### src/rtl/gpa_pkg.sv
package gpa_pkg;
  localparam int unsigned BUS_W = 32;
  localparam int unsigned CODE_W = 4;

  typedef enum logic [CODE_W-1:0] {
    CMD_NOP       = 4'd0,
    CMD_OUT_SET   = 4'd1,
    CMD_OUT_CLR   = 4'd2,
    CMD_ARM_HI    = 4'd3,
    CMD_ARM_LO    = 4'd4,
    CMD_DISARM    = 4'd5,
    CMD_DIR_IN    = 4'd6,
    CMD_DIR_OUT   = 4'd7,
    CMD_RD_PINS   = 4'd8,
    CMD_RD_SHADOW = 4'd9
  } gpa_cmd_e;
endpackage

### src/rtl/gpa_rst_sync.sv
module gpa_rst_sync #(
  parameter int unsigned STAGES = 2
) (
  input  logic clk,
  input  logic rst_n,
  output logic rst_sync_n
);
  logic [STAGES-1:0] chain_q;

  always_ff @(posedge clk or negedge rst_n) begin
    if (!rst_n) chain_q <= '0;
    else        chain_q <= {chain_q[STAGES-2:0], 1'b1};
  end

  assign rst_sync_n = chain_q[STAGES-1];
endmodule

### src/rtl/gpa_in_sync.sv
module gpa_in_sync #(
  parameter int unsigned WIDTH  = 8,
  parameter int unsigned STAGES = 2
) (
  input  logic             clk,
  input  logic             rst_n,
  input  logic [WIDTH-1:0] d_async,
  output logic [WIDTH-1:0] q_sync
);
  logic [WIDTH-1:0] stage_q [STAGES];

  genvar s;
  generate
    for (s = 0; s < STAGES; s++) begin : g_stage
      always_ff @(posedge clk or negedge rst_n) begin
        if (!rst_n) stage_q[s] <= '0;
        else if (s == 0) stage_q[s] <= d_async;
        else stage_q[s] <= stage_q[(s == 0) ? 0 : s-1];
      end
    end
  endgenerate

  assign q_sync = stage_q[STAGES-1];
endmodule

### src/rtl/gpa_ctrl.sv
module gpa_ctrl
  import gpa_pkg::*;
#(
  parameter int unsigned WIDTH = 8
) (
  input  logic               clk,
  input  logic               rst_n,
  input  logic               cmd_valid,
  input  logic [CODE_W-1:0]  cmd_code,
  input  logic [BUS_W-1:0]   cmd_mask,
  input  logic [WIDTH-1:0]   pins_sync,
  output logic [WIDTH-1:0]   shadow_q,
  output logic [WIDTH-1:0]   dir_q,
  output logic [WIDTH-1:0]   arm_hi_q,
  output logic [WIDTH-1:0]   arm_lo_q,
  output logic [BUS_W-1:0]   rd_data_q
);
  logic [WIDTH-1:0] mask_w;
  logic             unused_mask_bits;
  logic [WIDTH-1:0] shadow_d, dir_d, arm_hi_d, arm_lo_d;
  logic             shadow_en, dir_en, arm_hi_en, arm_lo_en, rd_en;
  logic [BUS_W-1:0] rd_d;
  gpa_cmd_e         code;

  assign mask_w           = cmd_mask[WIDTH-1:0];
  assign unused_mask_bits = ^cmd_mask;
  assign code             = gpa_cmd_e'(cmd_code);

  always_comb begin
    shadow_en = 1'b0;
    dir_en    = 1'b0;
    arm_hi_en = 1'b0;
    arm_lo_en = 1'b0;
    rd_en     = 1'b0;
    shadow_d  = shadow_q;
    dir_d     = dir_q;
    arm_hi_d  = arm_hi_q;
    arm_lo_d  = arm_lo_q;
    rd_d      = '0;
    if (cmd_valid) begin
      case (code)
        CMD_OUT_SET: begin
          shadow_en = 1'b1;
          shadow_d  = shadow_q | mask_w;
        end
        CMD_OUT_CLR: begin
          shadow_en = 1'b1;
          shadow_d  = shadow_q & ~mask_w;
        end
        CMD_ARM_HI: begin
          arm_hi_en = 1'b1;
          arm_hi_d  = arm_hi_q | mask_w;
        end
        CMD_ARM_LO: begin
          arm_lo_en = 1'b1;
          arm_lo_d  = arm_lo_q | mask_w;
        end
        CMD_DISARM: begin
          arm_hi_en = 1'b1;
          arm_lo_en = 1'b1;
          arm_hi_d  = arm_hi_q & ~mask_w;
          arm_lo_d  = arm_lo_q & ~mask_w;
        end
        CMD_DIR_IN: begin
          dir_en = 1'b1;
          rd_en  = 1'b1;
          dir_d  = dir_q & ~mask_w;
          rd_d[WIDTH-1:0] = ~dir_d;
        end
        CMD_DIR_OUT: begin
          dir_en = 1'b1;
          rd_en  = 1'b1;
          dir_d  = dir_q | mask_w;
          rd_d[WIDTH-1:0] = dir_d;
        end
        CMD_RD_PINS: begin
          rd_en = 1'b1;
          rd_d[WIDTH-1:0] = pins_sync;
        end
        CMD_RD_SHADOW: begin
          rd_en = 1'b1;
          rd_d[WIDTH-1:0] = shadow_q;
        end
        default: ;
      endcase
    end
  end

  always_ff @(posedge clk or negedge rst_n) begin
    if (!rst_n) begin
      shadow_q  <= '0;
      dir_q     <= '0;
      arm_hi_q  <= '0;
      arm_lo_q  <= '0;
      rd_data_q <= '0;
    end else begin
      if (shadow_en) shadow_q  <= shadow_d;
      if (dir_en)    dir_q     <= dir_d;
      if (arm_hi_en) arm_hi_q  <= arm_hi_d;
      if (arm_lo_en) arm_lo_q  <= arm_lo_d;
      if (rd_en)     rd_data_q <= rd_d;
    end
  end


  shadow_set_chk: assert property (@(posedge clk) disable iff (!rst_n)
    (cmd_valid && code == CMD_OUT_SET) |=> ((shadow_q & $past(mask_w)) == $past(mask_w)));

  shadow_clr_chk: assert property (@(posedge clk) disable iff (!rst_n)
    (cmd_valid && code == CMD_OUT_CLR) |=> ((shadow_q & $past(mask_w)) == '0));

  dir_in_keep_chk: assert property (@(posedge clk) disable iff (!rst_n)
    (cmd_valid && code == CMD_DIR_IN) |=>
      ((dir_q & ~$past(mask_w)) == ($past(dir_q) & ~$past(mask_w))));

  disarm_chk: assert property (@(posedge clk) disable iff (!rst_n)
    (cmd_valid && code == CMD_DISARM) |=> (((arm_hi_q | arm_lo_q) & $past(mask_w)) == '0));

  rd_hold_chk: assert property (@(posedge clk) disable iff (!rst_n)
    !(cmd_valid && (code == CMD_DIR_IN || code == CMD_DIR_OUT ||
                    code == CMD_RD_PINS || code == CMD_RD_SHADOW)) |=> $stable(rd_data_q));
endmodule

### src/rtl/gpa_alarm.sv
module gpa_alarm #(
  parameter int unsigned WIDTH = 8
) (
  input  logic             clk,
  input  logic             rst_n,
  input  logic [WIDTH-1:0] pins_sync,
  input  logic [WIDTH-1:0] arm_hi,
  input  logic [WIDTH-1:0] arm_lo,
  output logic             irq_q
);
  logic [WIDTH-1:0] hit;
  logic             irq_d;

  genvar b;
  generate
    for (b = 0; b < WIDTH; b++) begin : g_bit
      assign hit[b] = (arm_hi[b] & pins_sync[b]) | (arm_lo[b] & ~pins_sync[b]);
    end
  endgenerate

  always_comb irq_d = |hit;

  always_ff @(posedge clk or negedge rst_n) begin
    if (!rst_n) irq_q <= 1'b0;
    else        irq_q <= irq_d;
  end


  no_arm_no_irq_chk: assert property (@(posedge clk) disable iff (!rst_n)
    ((arm_hi | arm_lo) == '0) |=> !irq_q);

  both_arm_irq_chk: assert property (@(posedge clk) disable iff (!rst_n)
    ((arm_hi & arm_lo) != '0) |=> irq_q);
endmodule

### src/rtl/gpa_port.sv
module gpa_port
  import gpa_pkg::*;
#(
  parameter int unsigned WIDTH = 8
) (
  input  logic              clk,
  input  logic              rst_n,
  input  logic              cmd_valid,
  input  logic [3:0]        cmd_code,
  input  logic [31:0]       cmd_mask,
  output logic [31:0]       rd_data,
  input  logic [WIDTH-1:0]  pad_in,
  output logic [WIDTH-1:0]  pad_out,
  output logic [WIDTH-1:0]  pad_oe,
  output logic              alarm_irq
);
  localparam int unsigned SYNC_STAGES = 2;

  logic             rst_int_n;
  logic [WIDTH-1:0] pins_sync, shadow, dir, arm_hi, arm_lo;

  initial begin
    if (WIDTH < 1 || WIDTH > BUS_W) $error("gpa_port: WIDTH out of range");
  end

  gpa_rst_sync #(.STAGES(2)) u_rst (
    .clk(clk), .rst_n(rst_n), .rst_sync_n(rst_int_n));

  gpa_in_sync #(.WIDTH(WIDTH), .STAGES(SYNC_STAGES)) u_sync (
    .clk(clk), .rst_n(rst_int_n), .d_async(pad_in), .q_sync(pins_sync));

  gpa_ctrl #(.WIDTH(WIDTH)) u_ctrl (
    .clk(clk), .rst_n(rst_int_n), .cmd_valid(cmd_valid), .cmd_code(cmd_code),
    .cmd_mask(cmd_mask), .pins_sync(pins_sync), .shadow_q(shadow), .dir_q(dir),
    .arm_hi_q(arm_hi), .arm_lo_q(arm_lo), .rd_data_q(rd_data));

  gpa_alarm #(.WIDTH(WIDTH)) u_alarm (
    .clk(clk), .rst_n(rst_int_n), .pins_sync(pins_sync), .arm_hi(arm_hi),
    .arm_lo(arm_lo), .irq_q(alarm_irq));

  assign pad_out = shadow;
  assign pad_oe  = dir;


  reset_state_chk: assert property (@(posedge clk)
    !rst_int_n |-> (pad_oe == '0 && pad_out == '0 && !alarm_irq));
endmodule

### config.mk
export PLATFORM = sky130hd
export DESIGN_NAME = gpa_port
export DESIGN_NICKNAME = d
export VERILOG_FILES = /design/src/rtl/gpa_pkg.sv /design/src/rtl/gpa_rst_sync.sv /design/src/rtl/gpa_in_sync.sv /design/src/rtl/gpa_ctrl.sv /design/src/rtl/gpa_alarm.sv /design/src/rtl/gpa_port.sv
export SDC_FILE = /design/constraint.sdc
export NUM_CORES = 1
export LEC_CHECK = 0
export BUFFER_PORTS_ARGS = -buffer_cell sky130_fd_sc_hd__buf_4
export CAP_MARGIN = 20
export CORE_AREA = 3 3 80 82
export CTS_BUF_LIST = sky130_fd_sc_hd__clkbuf_4 sky130_fd_sc_hd__clkbuf_8 sky130_fd_sc_hd__clkbuf_16
export DETAILED_ROUTE_END_ITERATION = 10
export DIE_AREA = 0 0 83 85
export GPL_ROUTABILITY_DRIVEN = 0
export PLACE_DENSITY = 0.78
export SLEW_MARGIN = 20
export SYNTH_ARGS = -nofsm -noshare
export SYNTH_HDL_FRONTEND = slang
export SYNTH_HIERARCHICAL = 1
export SYNTH_SLANG_ARGS = --single-unit
### constraint.sdc
create_clock -name clk -period 2 [get_ports clk]
set_input_delay 0 -clock clk [delete_from_list [all_inputs] [get_ports clk]]
set_output_delay 0 -clock clk [all_outputs]
set_load 0.005 [all_outputs]
; Yosys cells after proc, flatten, opt, wreduce, memory -nomap -nowiden
; Cells that the tools add are included.
; W data, S select, Z words.
[word_totals]
wordCells = 90
register_bits = 59
[op_classes]
muxes = 16
n_eq_ne = 9
bitwise = 42
n_reduce_logical = 14
[op_table]
columns = operator, n
row1 = $pmux W8 S2, 4
row2 = $and A8 B8 Y8, 4
row3 = $or A8 B8 Y8, 4
row4 = $pmux W8 S4, 1
row5 = $and A1 B1 Y1, 16
row6 = $eq A4 B3 Y1 const B, 4
row7 = $not A8 Y8, 2
row8 = $reduce_and A3 Y1, 4
row9 = $mux W1, 10
row10 = $eq A4 B2 Y1 const B, 2
row11 = $eq A4 B4 Y1 const B, 2
row12 = $mux W8, 1
row13 = $not A1 Y1, 8
row14 = $or A1 B1 Y1, 8
row15 = $reduce_bool A2 Y1, 4
row16 = $reduce_or A2 Y1, 4
row17 = $reduce_or A8 Y1, 1
row18 = $eq A4 B1 Y1 const B, 1
row19 = $reduce_or A4 Y1, 1

; Depth between registers and ports, before layout
[depth]
depth_word = 5
mapped_depth = 6

; By module
; The synthesis kept the hierarchy.
[modules_own_cells]
columns = module, n_inst, cells_per_inst, seq_area_each_um2, area_per_inst_um2
row1 = gpa_ctrl, 1, 207, 1001.0, 2209.6
row2 = gpa_in_sync, 1, 24, 400.4, 460.4
row3 = gpa_alarm, 1, 12, 25.0, 123.9
row4 = gpa_rst_sync, 1, 3, 50.0, 53.8

; Worst setup path after synthesis
; Ideal clock, no wire load.
[synth_path]
path_type = input -> register
from = input port cmd_code[1]
to = register (tool-made name)
required_time_ns = 1.875
setup_ns = 0.125
setup_slack_ns = 0.950
n_path_buf = 3
path_stages = 6
arrival_ns = 0.925
path_cell_list = buf_4 and4b_1 buf_6 buf_12 nand2_2 mux2_4
[synth_lines]
columns = element, line
row1 = start: declaration, gpa_port.sv:9  ; input logic [3:0] cmd_code,

; Worst setup path after layout
[layout_path]
from = register u_sync.stage_q, in the netlist u_sync/q_sync[2]
to = register u_alarm.irq_q
[layout_between]
elab_chain_cells = 4
[layout_lines]
columns = element, line
row1 = start: declaration, gpa_in_sync.sv:10  ; logic [WIDTH-1:0] stage_q [STAGES];
row2 = start signal: indexed assignment, gpa_in_sync.sv:17  ; else if (s == 0) stage_q[s] <= d_async;
row3 = start signal: indexed assignment, gpa_in_sync.sv:18  ; else stage_q[s] <= stage_q[(s == 0) ? 0 : s-1];
row4 = $not A1 Y1, gpa_alarm.sv:17  ; assign hit[b] = (arm_hi[b] & pins_sync[b]) | (arm_lo[b] & ~pins_sync[b]);
row5 = $and A1 B1 Y1, gpa_alarm.sv:17
row6 = $or A1 B1 Y1 (*), gpa_alarm.sv:17
row7 = $reduce_or A8 Y1 (*), gpa_alarm.sv:21  ; always_comb irq_d = |hit;
row8 = named net u_alarm.irq_d, gpa_alarm.sv:12  ; logic irq_d;
row9 = end signal: assignment, gpa_alarm.sv:25  ; else irq_q <= irq_d;
row10 = end: declaration, gpa_alarm.sv:9  ; output logic irq_q
; The timed path passes the listed nets; every way through them passes the cells marked *.
; A chain may end at the register's enable or synchronous reset.

==> Implementation_results.wiki <==
{| class="wikitable"
! Metric !! Value
|-
| Proportion of layout cells with a drive suffix above 1 || 0.272
|-
| Maximum number of pins on one net before global-route repair || 31
|-
| Leakage || 0.00155 µW
|-
| Number of I/O port buffers || 47
|-
| Final ANT Viol Nets || 0
|-
| Setup TNS Final || 0 ps
|-
| Relative max-transition margin || 0.510
|-
| Area enclosed by the die boundary || around 7100 µm²
|-
| 1st-iter DRT viols || around 120
|-
| Crit. End Element || flip-flop
|-
| Max-cap violations || 0
|-
| Top fanout value on the critical path || 2
|-
| Total via count after detailed routing || a little under 2,000
|-
| Ratio of final minimum period to clock period || 0.570
|-
| Hold Violations, Final || 0
|-
| Clock tree from TritonCTS || yes
|-
| Maximum clock skew at final layout || approximately 5.0 ps
|-
| Boundary pin count || 96
|-
| Worst setup path category || flip-flop to flip-flop
|-
| Maximum achievable frequency || 877 MHz
|-
| Post-DR wirelength/cell || 15.3 µm
|-
| Yosys reg bits || a little under 60
|-
| Cell Area, Synth || about 2800 µm²
|-
| Sequential cell area fraction in the yosys report || 0.518
|-
| Actual transition at the worst max-transition pin || around 730 ps
|-
| RSZ-0062 raised after global routing || false
|-
| Initial Util || 0.490
|-
| Post-route met1 wirelength || roughly 2.4 mm
|-
| Max Transition Viols Final || 0
|-
| Detailed-route DRC error count || 0
|-
| Syn. warnings || 6
|-
| Source-to-sink clock delay at the later pin of the worst-skew pair || about 330 ps
|-
| # setup viols final || 0
|-
| Number of iterations in the first detailed-routing pass || 4
|-
| Post-synth cell types || 33
|-
| H-Tree Level Count || 3
|-
| Number of inserted filler cells in the final layout || 501
|-
| Wire length on met3 || between 400 and 500 µm
|-
| Cells after synthesis || roughly 250
|-
| Number of antenna violations at the first check in global routing || 0
|-
| Global-route wire length before repair || around 9.5 mm
|-
| Clock transition at path regs || 70 ps
|-
| Tightest Hold Check Type || input pin to flip-flop
|-
| Vias in the first global route || between 1,500 and 2,000
|-
| Place WS || 584 ps
|-
| Antenna diodes || 0
|-
| Ratio of routed vias to standard cells || ~5.3
|-
| Least setup slack across all paths after layout || around 860 ps
|-
| Post-CTS Setup Repair Bufs || 0
|-
| Die X-Extent || 83 µm
|-
| Required time of the worst setup path || around 2200 ps
|-
| Area taken by multi-input logic gates || around 1100 µm²
|-
| Root cell of the clock tree || sky130_fd_sc_hd__clkbuf_8
|-
| Data arrival time of the critical path || approximately 1400 ps
|-
| Run status || complete, no violations
|-
| Worst hold slack across all endpoints || between 90 and 100 ps
|-
| Total global-route track usage || 0.172
|-
| Synthesized area per cell || 11.6 µm²
|-
| Uppermost layer routed || met4
|-
| Wirelength, routed || 5.71 mm
|-
| Storage element area || about 1500 µm²
|-
| Final min period || 1140 ps
|-
| Number of cell rows || 28
|-
| Power Density || ~1000 nW/µm²
|-
| Number of clock sinks || 59
|-
| Number of buffers between clock root and the deepest sink || 2
|-
| Net total in the final layout || 340
|-
| Sum of overflow across all layers after global routing || 0
|-
| Routed wire length on met2 || between 2 and 3 mm
|-
| Max IR drop VDD || 0.501 mV
|-
| Synth-to-layout area growth || 21.1%
|-
| Die Y-Extent || between 80 and 90 µm
|-
| Launch instance of the worst register-to-register path || u_sync/q_sync[2]$_DFF_PN0_
|-
| Min-delay src || cmd_code[1]
|-
| Sort of element at the start of the critical path || flip-flop
|-
| Launching instance or port of the critical path || u_sync/q_sync[2]$_DFF_PN0_
|-
| Core area || a little under 6000 µm²
|-
| Placed wire-length estimate || between 3 and 4 mm
|-
| CTS buffer count || 9
|}
-- worst paths after layout --
kind | slack (ps) | endpoint | depth (start not counted)
hold reg to reg | 230 | u_sync/stage_q[8]$_DFF_PN0_ | 1
hold / removal | 100 | flip-flop | 3
max in group asynchronous | 1330 | u_rst/chain_q[1]$_DFF_PN0_ | 3
min in group asynchronous | 230 | u_sync/stage_q[8]$_DFF_PN0_ | 1
setup / recovery | 860 | u_alarm/irq_q$_DFF_PN0_ | 3
setup reg to reg | 860 | u_alarm/irq_q$_DFF_PN0_ | 3
-- layout make-up --
cell class,instances,share of cell area
Sequential cell,59,0.429
Multi-Input combinational cell,154,0.308
Timing Repair Buffer,69,0.167
Clock buffer,9,0.0359
Clock inverter,7,0.0337
Tap cell,75,0.0272
-- synthesized netlist by cell type --
master / number / area [µm²]
sky130_fd_sc_hd__and2_1: 1 / 6.26
sky130_fd_sc_hd__a21oi_1: 23 / 115
sky130_fd_sc_hd__nand2_2: 1 / 6.26
sky130_fd_sc_hd__nand3_1: 8 / 40.0
sky130_fd_sc_hd__o21ai_0: 8 / 40.0
sky130_fd_sc_hd__and3_1: 1 / 6.26
sky130_fd_sc_hd__xor2_1: 1 / 8.76
sky130_fd_sc_hd__and4bb_2: 1 / 12.5
sky130_fd_sc_hd__a31oi_1: 10 / 62.6
sky130_fd_sc_hd__buf_12: 1 / 20.0
sky130_fd_sc_hd__buf_6: 3 / 33.8
sky130_fd_sc_hd__a41oi_1: 15 / 131
sky130_fd_sc_hd__and4b_1: 3 / 30.0
sky130_fd_sc_hd__nand4b_1: 1 / 8.76
sky130_fd_sc_hd__clkbuf_1: 10 / 37.5
sky130_fd_sc_hd__mux2_4: 2 / 30.0
sky130_fd_sc_hd__nand4_1: 2 / 12.5
sky130_fd_sc_hd__nand2_4: 1 / 11.3
sky130_fd_sc_hd__xnor2_1: 8 / 70.1
sky130_fd_sc_hd__mux2_2: 6 / 67.6
sky130_fd_sc_hd__dfrtp_1: 59 / 1480
sky130_fd_sc_hd__nor2_1: 1 / 3.75
sky130_fd_sc_hd__conb_1: 2 / 7.51
sky130_fd_sc_hd__nand2_1: 6 / 22.5
sky130_fd_sc_hd__nor2b_1: 2 / 12.5
sky130_fd_sc_hd__buf_2: 4 / 20.0
sky130_fd_sc_hd__mux2i_1: 16 / 160
sky130_fd_sc_hd__buf_4: 38 / 285
sky130_fd_sc_hd__xor2_2: 1 / 16.3
sky130_fd_sc_hd__nand4bb_1: 1 / 11.3
sky130_fd_sc_hd__or2_1: 1 / 6.26
sky130_fd_sc_hd__o211ai_1: 8 / 60.1
sky130_fd_sc_hd__nor4b_2: 1 / 15.0
-- logic make-up (layout without fill, tap and decap cells) --
family	Yosys count	in the layout	share of synthesized area
other cells	2	25	0.00264
compound gates	64	64	0.144
buf+inv	56	85	0.139
mux	24	24	0.0905
flops	59	59	0.518
xor+xnor	10	10	0.0334
simple gates	31	31	0.0721
-- critical path: stages, from the launching register on --
cell                      delay (ps)
sky130_fd_sc_hd__dfrtp_1         380
sky130_fd_sc_hd__mux2i_1         240
sky130_fd_sc_hd__nand4_1         140
sky130_fd_sc_hd__or2_1           260
-- routing by layer --
metal,track usage,vias up
met5,0,-
met4,0.0862,0
met3,0.0505,8
met2,0.280,65
met1,0.209,988
li1,-,924
-- cells in the final DEF, fill, tap and decap left out, types with 2 or more instances in the layout --
master / netlist / layout
sky130_fd_sc_hd__a21oi_1: 23 / 23
sky130_fd_sc_hd__o21ai_0: 8 / 8
sky130_fd_sc_hd__conb_1: 2 / 25
sky130_fd_sc_hd__mux2i_1: 16 / 16
sky130_fd_sc_hd__nand4_1: 2 / 2
sky130_fd_sc_hd__dfrtp_1: 59 / 58
sky130_fd_sc_hd__mux2_2: 6 / 6
sky130_fd_sc_hd__and4b_1: 3 / 3
sky130_fd_sc_hd__buf_4: 38 / 50
sky130_fd_sc_hd__clkbuf_8: 0 / 9
sky130_fd_sc_hd__a31oi_1: 10 / 10
sky130_fd_sc_hd__nand3_1: 8 / 8
sky130_fd_sc_hd__bufinv_16: 0 / 3
sky130_fd_sc_hd__clkinv_2: 0 / 2
sky130_fd_sc_hd__nand2_1: 6 / 6
sky130_fd_sc_hd__xnor2_1: 8 / 8
sky130_fd_sc_hd__mux2_4: 2 / 2
sky130_fd_sc_hd__dlygate4sd3_1: 0 / 18
sky130_fd_sc_hd__a41oi_1: 15 / 15
sky130_fd_sc_hd__o211ai_1: 8 / 8
sky130_fd_sc_hd__nor2b_1: 2 / 2
-- what timing repair did --
item | in CTS | in global routing
hold buffers | 18 | 0
resized for setup | 0 | 0
hold endpoints to repair | 37 | 0
-- stage by stage --
step	utilization	cell area, µm²	power, µW	cells
4_1_cts	0.593	3450	3510	373
5_1_grt	0.593	3450	3670	373
2_1_floorplan	-	2930	1940	269
6_report	0.593	3450	3480	373
3_5_place_dp	0.521	3030	2180	339
3_3_place_gp	0.521	3030	2150	339
-- power by group --
group / internal [µW] / switching, µW / total, µW / leakage [µW]
logic: 366 / 285 / 651 / 0.000741
clock network: 824 / 467 / 1290 / 0.000119
registers: 1400 / 139 / 1540 / 0.000685
total: 2590 / 891 / 3480 / 0.00155
Power figures use the tool's default switching activity.
